`src/rtl/baud_tick_pkg.sv`:
```
package baud_tick_pkg;

  // rounded step, intermediates kept small by pre-scaling both sides by 16
  function automatic longint unsigned calc_step(longint unsigned clk_hz,
                                                longint unsigned rate,
                                                int unsigned     acc_w);
    return ((rate << (acc_w - 4)) + (clk_hz >> 5)) / (clk_hz >> 4);
  endfunction

  function automatic bit is_exact(longint unsigned clk_hz, longint unsigned rate);
    return (clk_hz % rate) == 0;
  endfunction

  function automatic int unsigned cnt_width(longint unsigned n);
    return (n > 1) ? $clog2(n) : 1;
  endfunction

endpackage

```
`src/rtl/btg_phase_acc.sv`:
```
module btg_phase_acc #(
  parameter int unsigned     ACC_W = 16,
  parameter logic [ACC_W-1:0] STEP = 1
) (
  input  logic clk_i,
  input  logic rst_ni,
  input  logic en_i,
  output logic tick_o
);

  logic [ACC_W:0] acc_q;
  logic [ACC_W:0] sum;

  assign sum = {1'b0, acc_q[ACC_W-1:0]} + {1'b0, STEP};

  always_ff @(posedge clk_i or negedge rst_ni) begin
    if (!rst_ni)   acc_q <= '0;
    else if (en_i) acc_q <= sum;
    else           acc_q <= {1'b0, acc_q[ACC_W-1:0]};  // drop carry, hold phase
  end

  assign tick_o = acc_q[ACC_W];


  idle_no_tick_chk: assert property (@(posedge clk_i) disable iff (!rst_ni)
    !en_i |=> !tick_o);


  idle_hold_chk: assert property (@(posedge clk_i) disable iff (!rst_ni)
    !en_i |=> $stable(acc_q[ACC_W-1:0]));

  if (STEP <= (1 << (ACC_W - 1))) begin : g_single

    single_tick_chk: assert property (@(posedge clk_i) disable iff (!rst_ni)
      tick_o |=> !tick_o);
  end

endmodule

```
`src/rtl/btg_mod_div.sv`:
```
module btg_mod_div #(
  parameter int unsigned N    = 16,
  parameter int unsigned CNT_W = 4
) (
  input  logic clk_i,
  input  logic rst_ni,
  input  logic en_i,
  output logic tick_o
);

  localparam logic [CNT_W-1:0] LAST = CNT_W'(N - 1);

  logic [CNT_W-1:0] cnt_q;
  logic             tick_q;

  always_ff @(posedge clk_i or negedge rst_ni) begin
    if (!rst_ni) begin
      cnt_q  <= '0;
      tick_q <= 1'b0;
    end else if (en_i) begin
      tick_q <= (cnt_q == LAST);
      cnt_q  <= (cnt_q == LAST) ? '0 : cnt_q + 1'b1;
    end else begin
      tick_q <= 1'b0;
    end
  end

  assign tick_o = tick_q;


  wrap_zero_chk: assert property (@(posedge clk_i) disable iff (!rst_ni)
    tick_q |-> (cnt_q == '0));


  div_idle_chk: assert property (@(posedge clk_i) disable iff (!rst_ni)
    !en_i |=> (!tick_q && $stable(cnt_q)));

endmodule

```
`src/rtl/baud_tick_gen.sv`:
```
module baud_tick_gen
  import baud_tick_pkg::*;
#(
  parameter int unsigned CLK_HZ     = 25_000_000,
  parameter int unsigned BAUD       = 115_200,
  parameter int unsigned ACC_W      = 16,
  parameter int unsigned OVERSAMPLE = 1
) (
  input  logic clk_i,
  input  logic rst_ni,
  input  logic en_i,
  output logic tick_o
);

  localparam longint unsigned RATE  = longint'(BAUD) * longint'(OVERSAMPLE);
  localparam bit              EXACT = is_exact(longint'(CLK_HZ), RATE);
  localparam longint unsigned DIV_N = longint'(CLK_HZ) / RATE;
  localparam int unsigned     CNT_W = cnt_width(DIV_N);
  localparam logic [ACC_W-1:0] STEP =
    ACC_W'(calc_step(longint'(CLK_HZ), RATE, ACC_W));

  if (EXACT) begin : g_div
    btg_mod_div #(
      .N    (int'(DIV_N)),
      .CNT_W(CNT_W)
    ) u_div (
      .clk_i (clk_i),
      .rst_ni(rst_ni),
      .en_i  (en_i),
      .tick_o(tick_o)
    );
  end else begin : g_acc
    btg_phase_acc #(
      .ACC_W(ACC_W),
      .STEP (STEP)
    ) u_acc (
      .clk_i (clk_i),
      .rst_ni(rst_ni),
      .en_i  (en_i),
      .tick_o(tick_o)
    );
  end


  reset_quiet_chk: assert property (@(posedge clk_i) !rst_ni |-> !tick_o);

endmodule

```
`config.mk`:
```
export PLATFORM = sky130hd
export DESIGN_NAME = baud_tick_gen
export DESIGN_NICKNAME = d
export VERILOG_FILES = /design/src/rtl/baud_tick_pkg.sv /design/src/rtl/btg_phase_acc.sv /design/src/rtl/btg_mod_div.sv /design/src/rtl/baud_tick_gen.sv
export SDC_FILE = /design/constraint.sdc
export NUM_CORES = 1
export LEC_CHECK = 0
export ABC_AREA = 1
export BUFFER_PORTS_ARGS = -buffer_cell sky130_fd_sc_hd__buf_2
export CAP_MARGIN = 0
export CORE_MARGIN = 5
export CORE_UTILIZATION = 57
export CTS_CLUSTER_DIAMETER = 30
export CTS_CLUSTER_SIZE = 10
export DETAILED_ROUTE_END_ITERATION = 10
export HOLD_SLACK_MARGIN = 0.03
export MAX_ROUTING_LAYER = met4
export PLACE_DENSITY_LB_ADDON = 0.1
export SLEW_MARGIN = 25
export SYNTH_ARGS = -nofsm -noshare
export SYNTH_HDL_FRONTEND = slang
export SYNTH_HIERARCHICAL = 1
export SYNTH_SLANG_ARGS = --single-unit
```
`constraint.sdc`:
```
create_clock -name clk_i -period 1.6 [get_ports clk_i]
set_input_delay 0.16 -clock clk_i [delete_from_list [all_inputs] [get_ports clk_i]]
set_output_delay 0.16 -clock clk_i [all_outputs]
set_load 0.005 [all_outputs]
```
==> results of run 1 <==
-- critical path, cell delays in order (launching register included) --
cell	delay [ps]
dfrtp_1	390
inv_1	80
ha_1	160
inv_1	50
o21ai_0	210
nand3_1	140
nand3_1	120
xnor2_1	130
-- worst max path at each step --
stage	from	endpoint	slack (ps)
3_5_place_dp	g_acc.u_acc/acc_q[1]	g_acc.u_acc/acc_q[13]	280
2_1_floorplan	g_acc.u_acc/acc_q[1]	g_acc.u_acc/acc_q[9]	400
4_1_cts	g_acc.u_acc/acc_q[1]	g_acc.u_acc/acc_q[13]	250
5_1_grt	g_acc.u_acc/acc_q[1]	g_acc.u_acc/acc_q[13]	140
6_report	g_acc.u_acc/acc_q[1]	g_acc.u_acc/acc_q[13]	240
3_3_place_gp	g_acc.u_acc/acc_q[1]	g_acc.u_acc/acc_q[13]	270
-- per-stage QoR --
| step | util, % | cells | total power (uW) | hold WS, ps |
|---|---|---|---|---|
| 2_1_floorplan | - | 110 | 1240 | -136 |
| 3_3_place_gp | 64.7 | 127 | 1370 | 88.3 |
| 3_5_place_dp | 64.7 | 127 | 1380 | 88.4 |
| 4_1_cts | 67.1 | 131 | 1600 | 264 |
| 5_1_grt | 67.1 | 131 | 1760 | 278 |
| 6_report | 67.1 | 131 | 1590 | 271 |
-- logic make-up (layout without fill, tap and decap cells) --
family | count (synthesis) | after routing
XOR/XNOR | 9 | 9
flip-flops | 16 | 16
adder cells (fa/ha/maj) | 1 | 1
AND/OR/NAND/NOR | 64 | 64
AO/OA/AOI/OAI | 4 | 4
buffers and inverters | 16 | 22
-- per-layer routing --
| metal | up-vias | track usage (%) |
|---|---|---|
| li1 | 352 | - |
| met1 | 312 | 19.5 |
| met2 | 11 | 21.7 |
| met3 | 2 | 3.06 |
| met4 | 0 | 8.07 |
| met5 | - | - |
-- synthesized netlist by cell type --
cell	number	area [sq um]
xnor2_1	4	35.0
inv_1	14	52.6
nor3_2	1	10.0
nor3_1	3	15.0
and3_1	1	6.26
o21ai_0	2	10.0
nand3b_1	1	7.51
nand3_1	12	60.1
buf_2	1	5.00
ha_1	1	12.5
a21oi_1	2	10.0
inv_2	1	3.75
nand2_1	39	146
nor2_1	7	26.3
dfrtp_1	16	400
xor2_1	5	43.8
-- cell type report --
class | instances | area, sq um
clock buffer | 3 | 22.5
fill | 114 | 444
inverter | 15 | 56.3
multi-input combinational | 78 | 383
sequential | 16 | 400
tap | 15 | 18.8
timing repair buffer | 4 | 25.0
-- what timing repair did --
action | CTS | global route
hold buffers | 1 | 0
resized for setup | 0 | 0
endpoints found under the hold margin | 16 | 0
-- power by group through the flow --
| stage | Combinational, uW | Clock (uW) | Sequential [uW] |
|---|---|---|---|
| final | 624 | 204 | 758 |
| after CTS | 627 | 218 | 754 |
| after floorplan | 523 | 0 | 716 |
| after global placement | 611 | 0 | 755 |
| after detailed placement | 622 | 0 | 763 |
| after global routing | 736 | 237 | 787 |
==> qor.yml, run 1 <==
rows: 13
setup_slack_ps: 242
cts-root-buf: "clkbuf_4"
combPwrFrac_pct: 39.3
worstPathMaxFanout: 2
die_h_microns: 48.5
initial_utilization_pct: 62.6
grt_pass1_vias: 638
finClkSkew_ps: 3.13
vias_per_cell: 5.17
pwr-share-seq_pct: 47.8
p_clk_share_pct: 12.9
yosysSeqAreaShare_pct: 47.4
synth_warnings: 6
syn-num-nets: 114
synth_xor_area_share_pct: 9.33
cts_tree: "yes"
design_area_sq_um: 906
path_clk_slew_ps: 90
synth_compound_area_share_pct: 2.37
gr-total-overflow: 0
highest_layer: "met4"
hold_viol: 0
min_from: "en_i"
switching_share_pct: 42.7
final_common_cell: "nand2_1"
drive_above_1_share_pct: 6.90
place_ws_ps: 275
yosys.area_share.simple_pct: 32.1
switchingPower_uw: 677
holdPathEnd: "g_acc.u_acc/acc_q[11]"
reg_top3: "g_acc.u_acc/acc_q: 16 flops"
die_x_microns: 48.5
wl_per_cell_microns: 11.3
antenna_found_initial: 0
synth_mux_area_share_pct: 0
regMostFlops: "g_acc.u_acc/acc_q"
slew_viol_final: 0
end_kind: "flop"
ys_seq_elements: 16
cp-start-kind: "flop"
cap_viol_max_count: 0
place.gp.congestion: 0.878
drt-total-wl_microns: 1490
irDropWorstVdd_mv: 0.970
p_per_area_mw_per_mm2: 1750
nNetsFinal: 122
hold_class: "in -> reg"
postSynthCellCount: 110
wl_met3_microns: 53
crit_required_ps: 1800
period_needed_ps: 1360
largest_reg_flops: 16
slew_headroom_pct: 76.5
worstHoldPathCells: 3
netlist_area_sq_um: 845
r2r_cells: 7
insertedDiodeCount: 0
path_class: "reg -> reg"
postCtsSetupBuffers: 0
wl_met1_microns: 768
ios: 4
clkLatencyLatePin_ps: 280
grt_usage_pct: 15.0
grt_pass1_wl_microns: 2740
clock_path_buffers: 2
portBuffers: 3
synth_area_per_cell_sq_um: 7.68
fin_setup_tns_ps: 0
synth_top_family_by_area: "simple AND/OR/NAND/NOR gates"
core_region_area_sq_mm: 0.00135
drtPass1Iterations: 4
arrival_ps: 1560
layout_common_cells: "nand2_1 (39), dfrtp_1 (16), inv_1 (14), nand3_1 (12), nor2_1 (7)"
r2r_end: "g_acc.u_acc/acc_q[13]"
cts_buffers: 3
grt_max_degree: 17
rsz0062_at_grt: "false"
internal_power_uw: 909
p_leak_uw: 0.000465
drc: 0
die_area_sq_mm: 0.00235
postRouteAntennaNets: 0
dr_wl_met2_microns: 653
htreeDepth: 1
num_vias: 677
setup_violations: 0
reg2reg_setup_slack_ps: 240
rr_startpoint: "g_acc.u_acc/acc_q[1]"
dpl_cell_area_sq_um: 873
outcome: "complete, no violations"
synth_cell_types: 16
cts_sinks: 16
fin_crit_sh_pct: 84.8
worst_slew_pin_slew_ps: 352
area_growth_syn_to_layout_pct: 7.26
first_iter_violations: 26
fmax_mhz: 737
synthAdderAreaFrac_pct: 1.48
dp_hpwl_microns: 1100
Note: power is estimated with default switching activity, not from simulation.
==> run 2, diff against run 1 <==
- ABC_AREA: 1 -> 0
- CORE_UTILIZATION: 57 -> 56
- clock period: 1.6 -> 1.3 ns (I/O delays scaled with it)
==> run 2 against run 1 <==
Effect of this change: the flow now finishes with violations (negative setup slack); maximum frequency shrank 11%; cell area increased by 5.1%; utilization is 8.0 points higher; first-iteration DRC count down 62%; synthesized cell count fell by 42%; area after synthesis decreased by 13%; worst hold slack worse by 42 ps; die area is 9.4% lower; routed wire length is 5.9% higher; largest cell class unchanged; largest power group is now combinational logic; highest routed layer unchanged.
==> qor.yml, run 2 <==
outcome: "finished, violations left"
violations: "negative setup slack"
worstPathMaxFanout: 3  # +1
cts_tree: "yes"
slew_headroom_pct: 67.7  # -8.8 points
wl_met1_microns: 688  # -10%
layout_common_cells: "dfrtp_1 (16), buf_4 (10), xor2_1 (9), nand2_1 (5)"
slowest_delay_ps: 550  # +160 ps
grt_usage_pct: 18.3  # +3.3 points
dp_hpwl_microns: 971  # -12%
core_region_area_sq_mm: 0.00127  # -6.0%
hold_class: "in -> reg"
yosysSeqAreaShare_pct: 54.7  # +7.3 points
synth_most_common_cell: "dfrtp_1"
synth_common_cells: "dfrtp_1 (16), xor2_1 (9), nand2_1 (6)"
reg2reg_setup_slack_ps: -230  # -470 ps
place.gp.congestion: 0.780  # -11%
grt_pass1_vias: 569  # -11%
synth_cell_types: 25  # +9
first_iter_violations: 10  # -62%
hold_viol: 0  # unchanged
wl_per_cell_microns: 16.4  # +44%
fin_crit_sh_pct: 118  # +33 points
insertedDiodeCount: 0  # unchanged
die_area_sq_mm: 0.00213  # -9.4%
finClkSkew_ps: 1.65  # -1.48 ps
path_class: "reg -> reg"
reg_top3: "g_acc.u_acc/acc_q: 16 flops"
netlist_area_sq_um: 732  # -13%
cts-root-buf: "clkbuf_4"
clock_path_buffers: 2  # unchanged
num_vias: 546  # -19%
irDropWorstVdd_mv: 1.41  # +45%
antenna_found_initial: 0  # unchanged
htreeDepth: 1  # unchanged
clkLatencyLatePin_ps: 280  # about the same
path_cells: "or4_4 > a21oi_4 > nor3b_2 > and3_1"
grt_pass1_wl_microns: 2580  # -5.8%
synth_edf_count: 0  # unchanged
end_kind: "flop"
cts_sinks: 16  # unchanged
area_growth_syn_to_layout_pct: 30.1
nNetsFinal: 86  # -30%
rows: 13  # unchanged
period_needed_ps: 1530  # +171 ps
drive_above_1_share_pct: 39.5  # +33 points
synthArstFlopShare_pct: 100  # unchanged
synth_ff_type: "dfrtp_1"
p_leak_uw: 0.000458  # -1.4%
die_x_microns: 46.2  # -4.8%
drt-total-wl_microns: 1570  # +5.9%
grt_max_degree: 17  # unchanged
critical_path.slowest_cell: "or4_4"
seq_area_sq_um: 400  # unchanged
p_per_area_mw_per_mm2: 2440  # +39%
setup_slack_ps: -229  # -471 ps
cap_viol_max_count: 0  # unchanged
synth_area_leader_cell: "dfrtp_1"
rsz0062_at_grt: "true"
drtPass1Iterations: 4  # unchanged
ios: 4  # unchanged
path_clk_slew_ps: 90  # about the same
place_ws_ps: -192  # -467 ps
yosysTopAreaCellShare_pct: 54.7  # +7.3 points
synth_area_per_cell_sq_um: 11.4  # +49%
die_h_microns: 46.2  # -4.8%
vias_per_cell: 5.69  # +10%
slew_viol_final: 0  # unchanged
regMostFlops: "g_acc.u_acc/acc_q"
cts_buffers: 3  # unchanged
ys_seq_elements: 16  # unchanged
largest_reg_flops: 16  # unchanged
final_common_cell: "dfrtp_1"
fmax_mhz: 654  # -11%
multi_input_area_sq_um: 389  # +1.6%
fillers: 84  # -26%
synth_warnings: 6  # unchanged
arrival_ps: 1700  # +140 ps
setup_violations: 11  # +11
dr_wl_met2_microns: 824  # +26%
worst_slew_pin_slew_ps: 484  # +132 ps
crit_required_ps: 1470  # -330 ps
drc: 0  # unchanged
highest_layer: "met4"
cp-start-kind: "flop"
postRouteAntennaNets: 0  # unchanged
yosys-top-cells-area: "dfrtp_1 (55%), xor2_1 (11%), xnor2_1 (6.0%)"
total_power_uw: 2320  # +46%
portBuffers: 3  # unchanged
postSynthCellCount: 64  # -42%
wl_met3_microns: 41  # -23%
syn-num-nets: 68  # -40%
gr-total-overflow: 0  # unchanged
initial_utilization_pct: 57.7  # -4.9 points
==> run 2: changes by cell type in the layout (fill, tap and decap cells not counted), sizes merged, moves of 2 or more <==
cell / change
buf: +10
nor3b: +2
inv: -13
nand3: -11
xor2: +4
nand2: -33
nor2: -5
nand2b: +2
==> run 2: critical path, delay by kind of cell (launching register included) <==
kind            cells  cell delay (ps)
compound gates      1              200
flops               1              420
simple gates        3              790
==> run 2: stage by stage <==
stage | setup TNS [ps] | instances | area (sq um) | hold WS (ps) | utilization, %
after CTS | -1400 | 96 | 918 | 206 | 72.4
final | -1700 | 96 | 952 | 230 | 75.0
after detailed placement | -1200 | 90 | 847 | 56.0 | 66.8
after global placement | -759 | 90 | 847 | 53.2 | 66.8
after floorplan | -677 | 64 | 749 | -166 | -
after global routing | -2290 | 96 | 952 | 243 | 75.0
==> run 2: what timing repair did <==
item                                   4_1_cts  5_1_grt
gates resized for setup                      3        9
hold buffers                                 1        0
endpoints found under the hold margin       16        0
setup endpoints to repair                   10       12
pin swaps                                    2        4
buffers inserted                             1        0
cloned                                       0        0
==> run 2: kinds of logic (layout without fill, tap and decap cells) <==
kind of cell | Yosys count | after routing | share of synthesized area, %
and+or+nand+nor | 20 | 20 | 15.0
DFF | 16 | 16 | 54.7
xor gates and xnor gates | 14 | 14 | 16.8
AOI/OAI and AO/OA | 9 | 9 | 8.89
buffers and inverters | 3 | 20 | 1.54
adders and majority gates | 1 | 1 | 1.71
muxes | 1 | 1 | 1.37
==> run 2: final cells by class <==
| cell class | count | area share (%) |
|---|---|---|
| Tap cell | 15 | 1.97 |
| Clock buffer | 4 | 3.81 |
| Inverter | 2 | 0.788 |
| Multi-Input combinational cell | 45 | 40.9 |
| Timing Repair Buffer | 14 | 10.5 |
| Sequential cell | 16 | 42.0 |
==> run 2: power breakdown <==
part	internal, uW	switching (uW)	leakage, uW	total [uW]
clock	170	150	0.0000210	320
combinational	548	502	0.000242	1050
sequential	729	226	0.000195	955
==> run 2: layer usage <==
metal	GRT usage (%)	up-vias
met5	-	-
met4	10.2	0
met3	3.52	2
met2	28.0	8
met1	22.2	277
li1	-	259
==> run 2: worst paths after layout <==
kind / cells past startpoint / end / startpoint
min in group asynchronous: 2 / g_acc.u_acc/acc_q[15] / rst_ni
hold reg to reg: 1 / g_acc.u_acc/acc_q[11] / g_acc.u_acc/acc_q[11]
setup / recovery: 4 / g_acc.u_acc/acc_q[16] / g_acc.u_acc/acc_q[2]
hold / removal: 3 / g_acc.u_acc/acc_q[1] / en_i
setup reg to reg: 4 / g_acc.u_acc/acc_q[16] / g_acc.u_acc/acc_q[2]
max in group asynchronous: 2 / g_acc.u_acc/acc_q[10] / rst_ni
==> run 3, diff against run 2 <==
- CORE_UTILIZATION: 56 -> 50
- clock period: 1.3 -> 1.32 ns (I/O delays scaled with it)
==> run 3 against run 2 <==
Effect of this change: the run still ends with negative setup slack left; critical path depth is 1 higher; clock power hardly changed; cell area is 4.7% higher; final cell count is 6.3% higher; sequential cell count stayed put; routed wire length is 5.1% lower; setup slack better by 57 ps; first-iteration DRC count is 40% higher; critical path type unchanged.
==> qor.yml, run 3 (synthesized netlist as in run 2, its figures left out) <==
grt_usage_pct: 15.5  # -2.8 points
finClkSkew_ps: 3.93  # +2.28 ps
crit_path_end: "g_acc.u_acc/acc_q[10]"
path_clk_slew_ps: 90  # about the same
first_iter_violations: 14  # +4
reg_top3: "g_acc.u_acc/acc_q: 16 flops"
fillers: 93  # +11%
cts_buffers: 3  # unchanged
fin_crit_sh_pct: 113  # -4.6 points
clkLatencyLatePin_ps: 280  # about the same
clock_path_buffers: 2  # unchanged
hold_class: "in -> reg"
holdWs_ps: 218  # -12.0 ps
area_growth_syn_to_layout_pct: 36.2
layout_common_cells: "dfrtp_1 (16), buf_4 (15), xor2_1 (9), nand2_1 (6), xnor2_1 (5)"
gr-total-overflow: 0  # unchanged
cts_tree: "yes"
antenna_found_initial: 0  # unchanged
cts-root-buf: "clkbuf_4"
postRouteAntennaNets: 0  # unchanged
die_area_sq_mm: 0.00233  # +9.3%
startpoint: "g_acc.u_acc/acc_q[1]"
rows: 13  # unchanged
slew_headroom_pct: 63.2  # -4.5 points
violations: "negative setup slack"
hold_viol: 0  # unchanged
slowest_delay_ps: 430  # -120 ps
insertedDiodeCount: 0  # unchanged
final_common_cell: "dfrtp_1"
fmax_mhz: 670  # +2.5%
r2r_cells: 5  # +1
wl_per_cell_microns: 14.6  # -11%
num_vias: 561  # +2.7%
crit_buf_inv: 1  # +1
period_needed_ps: 1490  # -36.7 ps
place.gp.congestion: 0.706  # -9.4%
slew_viol_final: 0  # unchanged
drtPass1Iterations: 4  # unchanged
r2r_end: "g_acc.u_acc/acc_q[10]"
cp_top_family: "simple AND/OR/NAND/NOR gates"
setup_violations: 9  # -2
path_cells: "buf_4 > or4_4 > a21oi_4 > nor2_1 > xor2_1"
cts_sinks: 16  # unchanged
critical_path.slowest_cell: "or4_4"
largest_reg_flops: 16  # unchanged
die_h_microns: 48.3  # +4.6%
dp_hpwl_microns: 954  # -1.8%
nNetsFinal: 92  # +7.0%
drt-total-wl_microns: 1490  # -5.1%
worstPathMaxFanout: 3  # unchanged
crit_required_ps: 1490  # +20 ps
grt_pass1_wl_microns: 2330  # -9.6%
p_leak_uw: 0.000478  # +4.3%
cp-start-kind: "flop"
die_x_microns: 48.3  # +4.6%
design_area_sq_um: 997  # +4.7%
cp.depth: 5  # +1
grt_max_degree: 17  # unchanged
setup_slack_ps: -172  # +56.7 ps
path_class: "reg -> reg"
vias_per_cell: 5.50  # -3.3%
cap_viol_max_count: 0  # unchanged
portBuffers: 3  # unchanged
htreeDepth: 1  # unchanged
grt_pass1_vias: 539  # -5.3%
drc: 0  # unchanged
drive_above_1_share_pct: 41.4  # +1.9 points
total_power_uw: 2410  # +3.5%
dpl_cell_area_sq_um: 847  # unchanged
p_per_area_mw_per_mm2: 2410  # -1.2%
arrival_ps: 1660  # -40 ps
ios: 4  # unchanged
worst_slew_pin_slew_ps: 552  # +67.6 ps
core_region_area_sq_mm: 0.00135  # +6.4%
initial_utilization_pct: 54.2  # -3.5 points
end_kind: "flop"
reg2reg_setup_slack_ps: -170  # +60 ps
outcome: "finished, violations left"
regMostFlops: "g_acc.u_acc/acc_q"
irDropWorstVdd_mv: 1.33  # -5.8%
rr_startpoint: "g_acc.u_acc/acc_q[1]"
rsz0062_at_grt: "true"
## run 3: changes by cell type in the layout (fill, tap and decap cells not counted)
| cell | previous run | this run |
|---|---|---|
| buf_4 | 10 | 15 |
| xnor2_1 | 3 | 5 |
| xnor2_2 | 2 | 0 |
| buf_6 | 0 | 1 |
| ha_2 | 1 | 0 |
| ha_4 | 0 | 1 |
| nand2_1 | 5 | 6 |
| nand2_2 | 1 | 0 |
| o21ai_1 | 1 | 0 |
| o21ai_2 | 0 | 1 |
## run 3: worst min path at each step
stage / startpoint / to / slack (ps) / cells after the start
6_report: en_i / g_acc.u_acc/acc_q[1] / 220 / 3
5_1_grt: en_i / g_acc.u_acc/acc_q[1] / 210 / 3
4_1_cts: en_i / g_acc.u_acc/acc_q[1] / 200 / 3
3_5_place_dp: rst_ni / g_acc.u_acc/acc_q[16] / 60 / 1
3_3_place_gp: rst_ni / g_acc.u_acc/acc_q[16] / 60 / 1
2_1_floorplan: rst_ni / g_acc.u_acc/acc_q[10] / -160 / 0
## run 3: where the power goes
| part | switching, uW | internal, uW | leakage [uW] |
|---|---|---|---|
| combinational | 505 | 651 | 0.000262 |
| sequential | 211 | 718 | 0.000195 |
| clock | 152 | 168 | 0.0000210 |
| total | 869 | 1540 | 0.000478 |
## run 3: layout make-up
cell class                      instances  area [sq um]  area share [%]
Clock buffer                            4          36.3            3.64
Inverter                                2          7.51           0.753
Multi-Input combinational cell         45           385            38.6
Sequential cell                        16           400            40.2
Tap cell                               15          18.8            1.88
Timing Repair Buffer                   20           149            14.9
## run 3: per-layer routing
layer | part of all wire, % | global-route usage (%)
met2 | 54 | 26.3
met3 | 3.1 | 4.43
met4 | 0.80 | 6.45
met5 | 0 | -
met1 | 42 | 16.7
## run 3: repair_timing
action	4_1_cts	5_1_grt
setup buffers	5	2
hold endpoints to repair	16	0
resized for setup	6	6
pin swaps	6	8
endpoints found under the setup margin	9	12
hold buffers	1	0
## run 3: tightest hold or removal path, cell delays in order
cell and delay, ps:
buf_2 90, buf_4 170, xor2_1 80
## run 3: stage by stage
stage | cells | util [%] | TNS [ps] | worst slack, ps
CTS | 100 | 70.6 | -1100 | -168
floorplan | 64 | - | -497 | -113
detailed placement | 90 | 62.7 | -1140 | -154
global route | 102 | 73.9 | -1580 | -195
global placement | 90 | 62.7 | -886 | -144
finish | 102 | 73.9 | -1150 | -172
